**config.mk**
```make
export PLATFORM = sky130hd
export DESIGN_NAME = coh_req_gen
export DESIGN_NICKNAME = d
export VERILOG_FILES = /design/src/rtl/coh_pkg.sv /design/src/rtl/coh_line_table.sv /design/src/rtl/coh_req_select.sv /design/src/rtl/coh_req_gen.sv
export SDC_FILE = /design/constraint.sdc
export NUM_CORES = 1
export LEC_CHECK = 0
export ABC_CLOCK_PERIOD_IN_PS = 3100
export BUFFER_PORTS_ARGS = -buffer_cell sky130_fd_sc_hd__buf_2
export CAP_MARGIN = 20
export CORE_MARGIN = 4
export CORE_UTILIZATION = 45
export CTS_CLUSTER_SIZE = 16
export DETAILED_ROUTE_END_ITERATION = 10
export PLACE_DENSITY = 0.67
export RECOVER_POWER = 50
export REMOVE_ABC_BUFFERS = 1
export SETUP_SLACK_MARGIN = 0.4
export SYNTH_ARGS = -nofsm -noshare
export SYNTH_HDL_FRONTEND = slang
export SYNTH_SLANG_ARGS = --single-unit
```
**constraint.sdc**
```tcl
create_clock -name clk -period 3.1 [get_ports clk]
set_input_delay 0.62 -clock clk [delete_from_list [all_inputs] [get_ports clk]]
set_output_delay 0.62 -clock clk [all_outputs]
set_load 0.03 [all_outputs]
```
**src/rtl/coh_pkg.sv**
```systemverilog
package coh_pkg;

  typedef enum logic [1:0] {
    LS_MOD = 2'd0,
    LS_EXC = 2'd1,
    LS_SHR = 2'd2,
    LS_INV = 2'd3
  } line_st_e;

  typedef enum logic [1:0] {
    EV_RD_MISS = 2'd0,
    EV_WR_MISS = 2'd1,
    EV_WR_HIT  = 2'd2,
    EV_REPLACE = 2'd3
  } evt_kind_e;

  typedef enum logic [2:0] {
    OP_RD_SHARED   = 3'd0,
    OP_RD_UNIQUE   = 3'd1,
    OP_CLEAN_UNIQ  = 3'd2,
    OP_EVICT       = 3'd3,
    OP_WB_FULL     = 3'd4
  } coh_op_e;

  typedef struct packed {
    logic     vic_need;
    coh_op_e  vic_op;
    logic     main_need;
    coh_op_e  main_op;
    line_st_e final_st;
  } req_plan_t;

  typedef enum logic [1:0] {
    FS_IDLE  = 2'd0,
    FS_VIC   = 2'd1,
    FS_MAIN  = 2'd2,
    FS_QUIET = 2'd3
  } fsm_e;

endpackage

```
**src/rtl/coh_line_table.sv**
```systemverilog
module coh_line_table
  import coh_pkg::*;
#(
  parameter int NUM_LINES = 16,
  parameter int TAG_W     = 22,
  localparam int IDX_W    = $clog2(NUM_LINES)
) (
  input  logic             clk,
  input  logic             rst_n,
  input  logic [IDX_W-1:0] rd_idx,
  output line_st_e         rd_st,
  output logic [TAG_W-1:0] rd_tag,
  input  logic             wr_en,
  input  logic [IDX_W-1:0] wr_idx,
  input  line_st_e         wr_st,
  input  logic             wr_tag_en,
  input  logic [TAG_W-1:0] wr_tag
);

  line_st_e         st_q  [NUM_LINES];
  logic [TAG_W-1:0] tag_q [NUM_LINES];

  for (genvar g = 0; g < NUM_LINES; g++) begin : g_line
    logic hit_w;
    assign hit_w = (wr_idx == IDX_W'(g));

    always_ff @(posedge clk or negedge rst_n) begin
      if (!rst_n) begin
        st_q[g] <= LS_INV;
      end else if (wr_en && hit_w) begin
        st_q[g] <= wr_st;
      end
    end

    always_ff @(posedge clk) begin
      if (wr_en && wr_tag_en && hit_w) begin
        tag_q[g] <= wr_tag;
      end
    end
  end

  assign rd_st  = st_q[rd_idx];
  assign rd_tag = tag_q[rd_idx];

endmodule

```
**src/rtl/coh_req_select.sv**
```systemverilog
module coh_req_select
  import coh_pkg::*;
(
  input  logic [1:0] kind,
  input  line_st_e   cur_st,
  output req_plan_t  plan
);

  always_comb begin
    plan.vic_need  = (evt_kind_e'(kind) != EV_WR_HIT) && (cur_st != LS_INV);
    plan.vic_op    = (cur_st == LS_MOD) ? OP_WB_FULL : OP_EVICT;
    plan.main_need = 1'b0;
    plan.main_op   = OP_RD_SHARED;
    plan.final_st  = LS_INV;
    case (evt_kind_e'(kind))
      EV_RD_MISS: begin
        plan.main_need = 1'b1;
        plan.main_op   = OP_RD_SHARED;
        plan.final_st  = LS_SHR;
      end
      EV_WR_MISS: begin
        plan.main_need = 1'b1;
        plan.main_op   = OP_RD_UNIQUE;
        plan.final_st  = LS_MOD;
      end
      EV_WR_HIT: begin
        plan.final_st = LS_MOD;
        case (cur_st)
          LS_SHR: begin
            plan.main_need = 1'b1;
            plan.main_op   = OP_CLEAN_UNIQ;
          end
          LS_INV: begin
            plan.main_need = 1'b1;
            plan.main_op   = OP_RD_UNIQUE;
          end
          default: plan.main_need = 1'b0;
        endcase
      end
      default: begin
        plan.main_need = 1'b0;
        plan.final_st  = LS_INV;
      end
    endcase
  end

endmodule

```
**src/rtl/coh_req_gen.sv**
```systemverilog
module coh_req_gen
  import coh_pkg::*;
#(
  parameter int NUM_LINES = 16,
  parameter int ADDR_W    = 32,
  parameter int OFF_W     = 6,
  localparam int IDX_W    = $clog2(NUM_LINES),
  localparam int LA_W     = ADDR_W - OFF_W,
  localparam int TAG_W    = LA_W - IDX_W
) (
  input  logic              clk,
  input  logic              rst_n,
  input  logic              evt_valid,
  output logic              evt_ready,
  input  logic [1:0]        evt_kind,
  input  logic [IDX_W-1:0]  evt_idx,
  input  logic [LA_W-1:0]   evt_line,
  output logic              req_valid,
  input  logic              req_ready,
  output logic [2:0]        req_op,
  output logic [ADDR_W-1:0] req_addr,
  input  logic              resp_excl,
  output logic              done
);

  fsm_e             fsm_q, fsm_d;
  req_plan_t        plan_q, plan_sel;
  logic [IDX_W-1:0] idx_q;
  logic [LA_W-1:0]  line_q;
  logic [TAG_W-1:0] vtag_q;
  logic             cap_en;

  line_st_e         cur_st;
  logic [TAG_W-1:0] cur_tag;
  logic             tw_en, tw_tag_en;
  line_st_e         tw_st;

  coh_line_table #(.NUM_LINES(NUM_LINES), .TAG_W(TAG_W)) u_table (
    .clk       (clk),
    .rst_n     (rst_n),
    .rd_idx    (evt_idx),
    .rd_st     (cur_st),
    .rd_tag    (cur_tag),
    .wr_en     (tw_en),
    .wr_idx    (idx_q),
    .wr_st     (tw_st),
    .wr_tag_en (tw_tag_en),
    .wr_tag    (line_q[LA_W-1:IDX_W])
  );

  coh_req_select u_sel (
    .kind   (evt_kind),
    .cur_st (cur_st),
    .plan   (plan_sel)
  );

  assign cap_en = (fsm_q == FS_IDLE) && evt_valid;

  always_comb begin
    fsm_d     = fsm_q;
    tw_en     = 1'b0;
    tw_tag_en = 1'b0;
    tw_st     = LS_INV;
    done      = 1'b0;
    case (fsm_q)
      FS_IDLE: begin
        if (evt_valid) begin
          if (plan_sel.vic_need)       fsm_d = FS_VIC;
          else if (plan_sel.main_need) fsm_d = FS_MAIN;
          else                         fsm_d = FS_QUIET;
        end
      end
      FS_VIC: begin
        if (req_ready) begin
          tw_en = 1'b1;
          tw_st = LS_INV;
          if (plan_q.main_need) begin
            fsm_d = FS_MAIN;
          end else begin
            fsm_d = FS_IDLE;
            done  = 1'b1;
          end
        end
      end
      FS_MAIN: begin
        if (req_ready) begin
          tw_en     = 1'b1;
          tw_tag_en = 1'b1;
          if (plan_q.main_op == OP_RD_SHARED) tw_st = resp_excl ? LS_EXC : LS_SHR;
          else                                tw_st = plan_q.final_st;
          fsm_d = FS_IDLE;
          done  = 1'b1;
        end
      end
      default: begin
        tw_en = 1'b1;
        tw_st = plan_q.final_st;
        fsm_d = FS_IDLE;
        done  = 1'b1;
      end
    endcase
  end

  always_ff @(posedge clk or negedge rst_n) begin
    if (!rst_n) begin
      fsm_q <= FS_IDLE;
    end else begin
      fsm_q <= fsm_d;
    end
  end

  always_ff @(posedge clk or negedge rst_n) begin
    if (!rst_n) begin
      plan_q <= '0;
      idx_q  <= '0;
      line_q <= '0;
      vtag_q <= '0;
    end else if (cap_en) begin
      plan_q <= plan_sel;
      idx_q  <= evt_idx;
      line_q <= evt_line;
      vtag_q <= cur_tag;
    end
  end

  assign evt_ready = (fsm_q == FS_IDLE);
  assign req_valid = (fsm_q == FS_VIC) || (fsm_q == FS_MAIN);

  always_comb begin
    req_op   = 3'd0;
    req_addr = '0;
    if (fsm_q == FS_VIC) begin
      req_op   = plan_q.vic_op;
      req_addr = {vtag_q, idx_q, {OFF_W{1'b0}}};
    end else if (fsm_q == FS_MAIN) begin
      req_op   = plan_q.main_op;
      req_addr = {line_q, {OFF_W{1'b0}}};
    end
  end

endmodule

```
# [After elaboration in Yosys (flattened, before gate mapping)]
# Memory sizes are Yosys's and may differ from the RTL's. A register that Yosys moved wholly into a read port is not among the register bits.
# Index checks and enable logic that the tools add are counted.
[classes] n_lt_le_gt_ge=1 n_mux=107 n_eq_ne=26 n_bitwise=1 reduce_logical=63
[op_table] op="$mux 22" count=15
[op_table] op="$reduce_or 22->1" count=15
[op_table] op="$mux 32" count=2
[op_table] op="$mux 4" count=15
[op_table] op="$mux 1" count=53
[op_table] op="$logic_and 1x1->1" count=35
[op_table] op="$eq 4x4->1 const B" count=8
[op_table] op="$mux 2" count=10
[op_table] op="$eq 4x3->1 const B" count=4
[op_table] op="$pmux 2 s2" count=3
[op_table] op="$ne 2x2->1 const B" count=5
[op_table] op="$reduce_or 2->1" count=5
[op_table] op="$mux 3" count=3
[op_table] op="$bmux 2 s4" count=1
[op_table] op="$eq 2x2->1 const B" count=4
[op_table] op="$eq 4x2->1 const B" count=2
[op_table] op="$logic_not 2->1" count=3
[op_table] op="$pmux 2 s3" count=1
[op_table] op="$pmux 3 s2" count=1
[op_table] op="$ge 5x5->1 const B" count=1
[op_table] op="$not 4->5" count=1
[op_table] op="$eq 2x1->1 const B" count=2
[op_table] op="$eq 4x1->1 const B" count=1
[op_table] op="$logic_not 4->1" count=1
[op_table] op="other kinds (6)" count=7
[totals] reg_bits=73 output_inout_bits=38 wordCells=222 memories=1 ramBits=352
[memory_table] memory="u_table.tag_q" depth=16 word_bits=22 read_ports=1 rd_clocked_by_memory_dff=1 wr=1 line_no="coh_line_table.sv:21" text="logic [TAG_W-1:0] tag_q [NUM_LINES];"

# [Logic depth before layout (Yosys ltp)]
[logic_depth] word_depth=23 depth_mapped=9

# [Modules after synthesis]
# A second synthesis with hierarchy kept.
[hier_totals] cells_unflattened=895 hier_area_um2=17888.4
[modules_own_cells] module="coh_line_table" cells_per_inst=666 seq_area_each_um2=11410.9 area_per_inst_um2=14796.7 instances=1
[modules_own_cells] module="coh_req_gen" cells_per_inst=209 seq_area_each_um2=1576.5 area_per_inst_um2=2951.6 instances=1
[modules_own_cells] module="coh_req_select" cells_per_inst=20 seq_area_each_um2=0.0 area_per_inst_um2=140.1 instances=1

# [Least setup slack after synthesis]
# Ideal clock, no wire load.
[synth_path] path_type="input-to-reg" startpoint="input req_ready" endpoint="memory u_table.tag_q[0][0], enable pin" arrival_time_ns=2.267 cell_stages=4 n_path_buf=1 setup_ns=0.401 path_slack_ns=0.432 path_cell_list="clkbuf_1 nand2_1 or3_1 nor2_1"
[synth_between] elab_chain_len=22 elab_cells_between_ends=97
[synth_rtl] item="from (decl)" line_no="coh_req_gen.sv:19" text="input logic req_ready,"
[synth_rtl] item="$mux 1 *" line_no="coh_req_gen.sv:74, coh_req_gen.sv:86"
[synth_rtl] item="$pmux 1 s2 or $mux 1 (tied branches)" line_no="coh_req_gen.sv:65" text="case (fsm_q)"
[synth_rtl] item="$logic_and 1x1->1 *" line_no="coh_line_table.sv:36" text="if (wr_en && wr_tag_en && hit_w) begin"
[synth_rtl] item="$logic_and 1x1->1" line_no="coh_line_table.sv:36"
[synth_rtl] item="$mux 1" line_no="coh_line_table.sv:36"
[synth_rtl] item="$mux 1 (not written as such)" line_no="coh_line_table.sv:37" text="tag_q[g] <= wr_tag;"
[synth_rtl] item="$reduce_or 22->1 (no line)"
[synth_rtl] item="$mux 4 (no line) or $mux 1 (tied branches) (15 in a row)"
[synth_rtl] item="to (decl)" line_no="coh_line_table.sv:21"
# Every way passes the cells marked *; elsewhere a longest branch is shown, timed or not.

# [Final worst setup path]
[layout_path] startpoint="register fsm_q[0]" endpoint="output req_addr[14]"
[layout_between] elab_chain_len=3 elab_cells_between_ends=4
[layout_rtl] item="from (decl)" line_no="coh_req_gen.sv:26" text="fsm_e fsm_q, fsm_d;"
[layout_rtl] item="from (signal assigned)" line_no="coh_req_gen.sv:108" text="fsm_q <= fsm_d;"
[layout_rtl] item="$eq 2x2->1" line_no="coh_req_gen.sv:135" text="end else if (fsm_q == FS_MAIN) begin"
[layout_rtl] item="$mux 32" line_no="coh_req_gen.sv:135"
[layout_rtl] item="$mux 32 *" line_no="coh_req_gen.sv:132" text="if (fsm_q == FS_VIC) begin"
[layout_rtl] item="to (decl)" line_no="coh_req_gen.sv:21" text="output logic [ADDR_W-1:0] req_addr,"
# Marked as above.

==> metrics.txt <==
switch share 28.6%; Tmin final 2.76 ns; grt peak-use layer met2; Final TNS setup 0 ns; Final HPWL DP 22300 um; Ports 75; ANT cells 0; FMAX 363 MHz; failing checks max-capacitance violations, max-slew violations; worst path arrival time 2.14 ns; Initial Utilization 45.5%; Most used DFF post-synth edfxtp_1; Worst Setup SP fsm_q[0]; count leader, synth edfxtp_1; hold slack 0.301 ns; Vias 8917; nets 1042; Fin. Hold Viols 0; final setup margin 0.342 ns; Synth Cell Area 18000 um^2; Die ar. 43300 um^2; Chip Height 208 um; Final period util 89.0%; Mean Syn Cell Area 20.4 um^2; TritonCTS clock tree done; Peak VDD IR 0.000582 V; met2 usage 29.8%; Iter 0 DRT Violations 710; IO Port Bufs 68; total gr overflow 0; RSZ-0062 raised after global routing true; initial antenna violation count 0; WS Path Type flip-flop to primary output; global-route wire length before repair 59500 um; CTS Buffer Depth 3; htree depth 2; Psw 5.15 mW; Clock Power Share 30.3%; Std-Cell Rows 73; worst slack at placement 0.311 ns; hold_sp evt_line[13]; vias in the first global route 9171; Die Width 208 um; Worst Setup End Kind primary output; launching element type of the critical path flip-flop; Detailed Route WL 39200 um; Placed Area 19200 um^2; CTS Buf Count 45; register bit total from synthesis 445; Total Routing Usage GR 18.1%; global placement routability congestion 0.754; Worst Tran Pin Value 1.57 ns; total core area 39600 um^2; Slew Limit Fails 54; average wire per cell in the routed design 25.2 um; largest cells by area after synthesis edfxtp_1, mux4_2, dfrtp_1; clk_skew 0.0196 ns; WP data required 2.48 ns; Comb pwr share 19.4%; Worst-Skew Late Latency 0.55 ns; CTS sink count 445; EDFF count, synth 352; Max FO, Critical Path 10; Cell variety after synth 42; Max Cap Violations 1; Clk Tree Root Cell clkbuf_16; Seq/Total Area, Yosys 71.8%; Pre-antenna DRT Iters 7; Commonest cells post-synth edfxtp_1, mux2_2, mux4_2; Crit Reg-Reg Startpoint fsm_q[0]; ys async rst share 20.9%; sequential power share 50.3%; DR DRC count 0; Routed Antenna Nets 0; Rel. slew slack -4.51%; internal power 12.8 mW; GR Layer Usage met3 2.91%; Synth area leader edfxtp_1; Yosys top cell area share 58.6%; Cells after Synth 886; final setup vio count 0; share of cells above drive strength 1 36.3%; Ys Warns 0; GR Layer Usage met1 25.8%; Clock Pin Slew Worst Setup and Hold Paths 0.06 ns; HP Class input port to flip-flop; Final Cell Area 20800 um^2; largest net degree at the start of global routing 54; P_leak 7.28 nW; outcome complete, but fails checks; via-per-instance ratio 5.72; Area growth, synth to finish 15.3%; PwrDens 865 nW/um^2
[power groups by stage]
stage | Clock [mW] | Sequential, mW | Combinational (mW)
2_1_floorplan | 0 | 8.72 | 2.22
3_3_place_gp | 0 | 9.10 | 3.29
3_5_place_dp | 0 | 9.16 | 3.35
4_1_cts | 5.56 | 9.05 | 3.54
5_1_grt | 5.85 | 9.20 | 3.74
6_report | 5.45 | 9.03 | 3.49
[cells in the final DEF (no fill, tap or decap), types with 5 or more instances in the layout]
master     count
buf_2         54
nor2b_1        7
buf_12        11
a22o_1        25
conb_1         6
mux4_1        39
ha_1           7
o21ai_0       15
clkbuf_1      18
bufinv_16      5
mux4_2        69
a21oi_1       17
dfrtp_1       61
nand2_1       12
nor2_2        14
edfxtp_1     352
nand3_1        9
nand2b_1       8
clkinv_1       9
nor2_1        29
clkbuf_16     47
buf_4         42
mux2i_1       18
mux2_2        75
dfstp_2       32
[metrics by stage]
step,cells,utilization (%),power [mW]
finish,1558,52.4,18.0
global route,1558,52.4,18.8
CTS,1557,52.5,18.2
detailed placement,1470,48.4,12.5
global placement,1470,48.4,12.4
floorplan,834,-,10.9
[layout make-up]
class,instances,area [um^2]
Multi-Input combinational cell,384,4790
Sequential cell,445,12900
Tap cell,525,657
Timing Repair Buffer,116,886
Inverter,5,18.8
Clock inverter,18,208
Fill cell,3168,18900
Clock buffer,65,1280
[cell families (layout without fill, tap and decap cells)]
| kind of cell | after synthesis | in the layout | share of synthesized area, % |
|---|---|---|---|
| mux | 202 | 202 | 20.1 |
| fa+ha+maj | 8 | 8 | 0.555 |
| simple gates | 95 | 95 | 2.46 |
| other cells | 1 | 6 | 0.0208 |
| flops | 445 | 445 | 71.8 |
| buf+inv | 62 | 204 | 2.26 |
| compound gates | 73 | 73 | 2.82 |
[critical path, cell delays in order (launching register included)]
cell,delay [ns]
dfrtp_1,0.42
inv_1,0.12
ha_1,0.22
nor2b_4,0.23
bufbuf_16,0.31
a22o_1,0.13
buf_4,0.16
[worst paths after layout]
check | endpoint | slack [ns] | cells after the start
setup / recovery | req_addr[14] | 0.34 | 6
hold / removal | line_q[13] | 0.30 | 2
setup reg to reg | u_table.tag_q[4][0] | 0.43 | 8
hold reg to reg | plan_q[8] | 0.48 | 1
max in group asynchronous | vtag_q[13] | 1.10 | 2
min in group asynchronous | vtag_q[10] | 0.47 | 1
[layer usage]
metal	wire length [um]	share of wire, %	vias to the layer above
met4	809	2.1	0
met2	19300	49	295
met3	2280	5.8	68
met5	0	0	-
met1	16800	43	4715
li1	-	-	3839
[what timing repair did]
action	4_1_cts	5_1_grt
cloned	1	0
setup endpoints to repair	29	29
hold buffers	0	0
buffers inserted	3	1
gates resized for setup	22	2
[state kept, by name, indices dropped and copies added (netlist names)]
register       count
fsm_q              2
idx_q              4
line_q            26
plan_q             7
u_table.st_q      32
u_table.tag_q    352
vtag_q            22
Power figures use the tool's default switching activity.
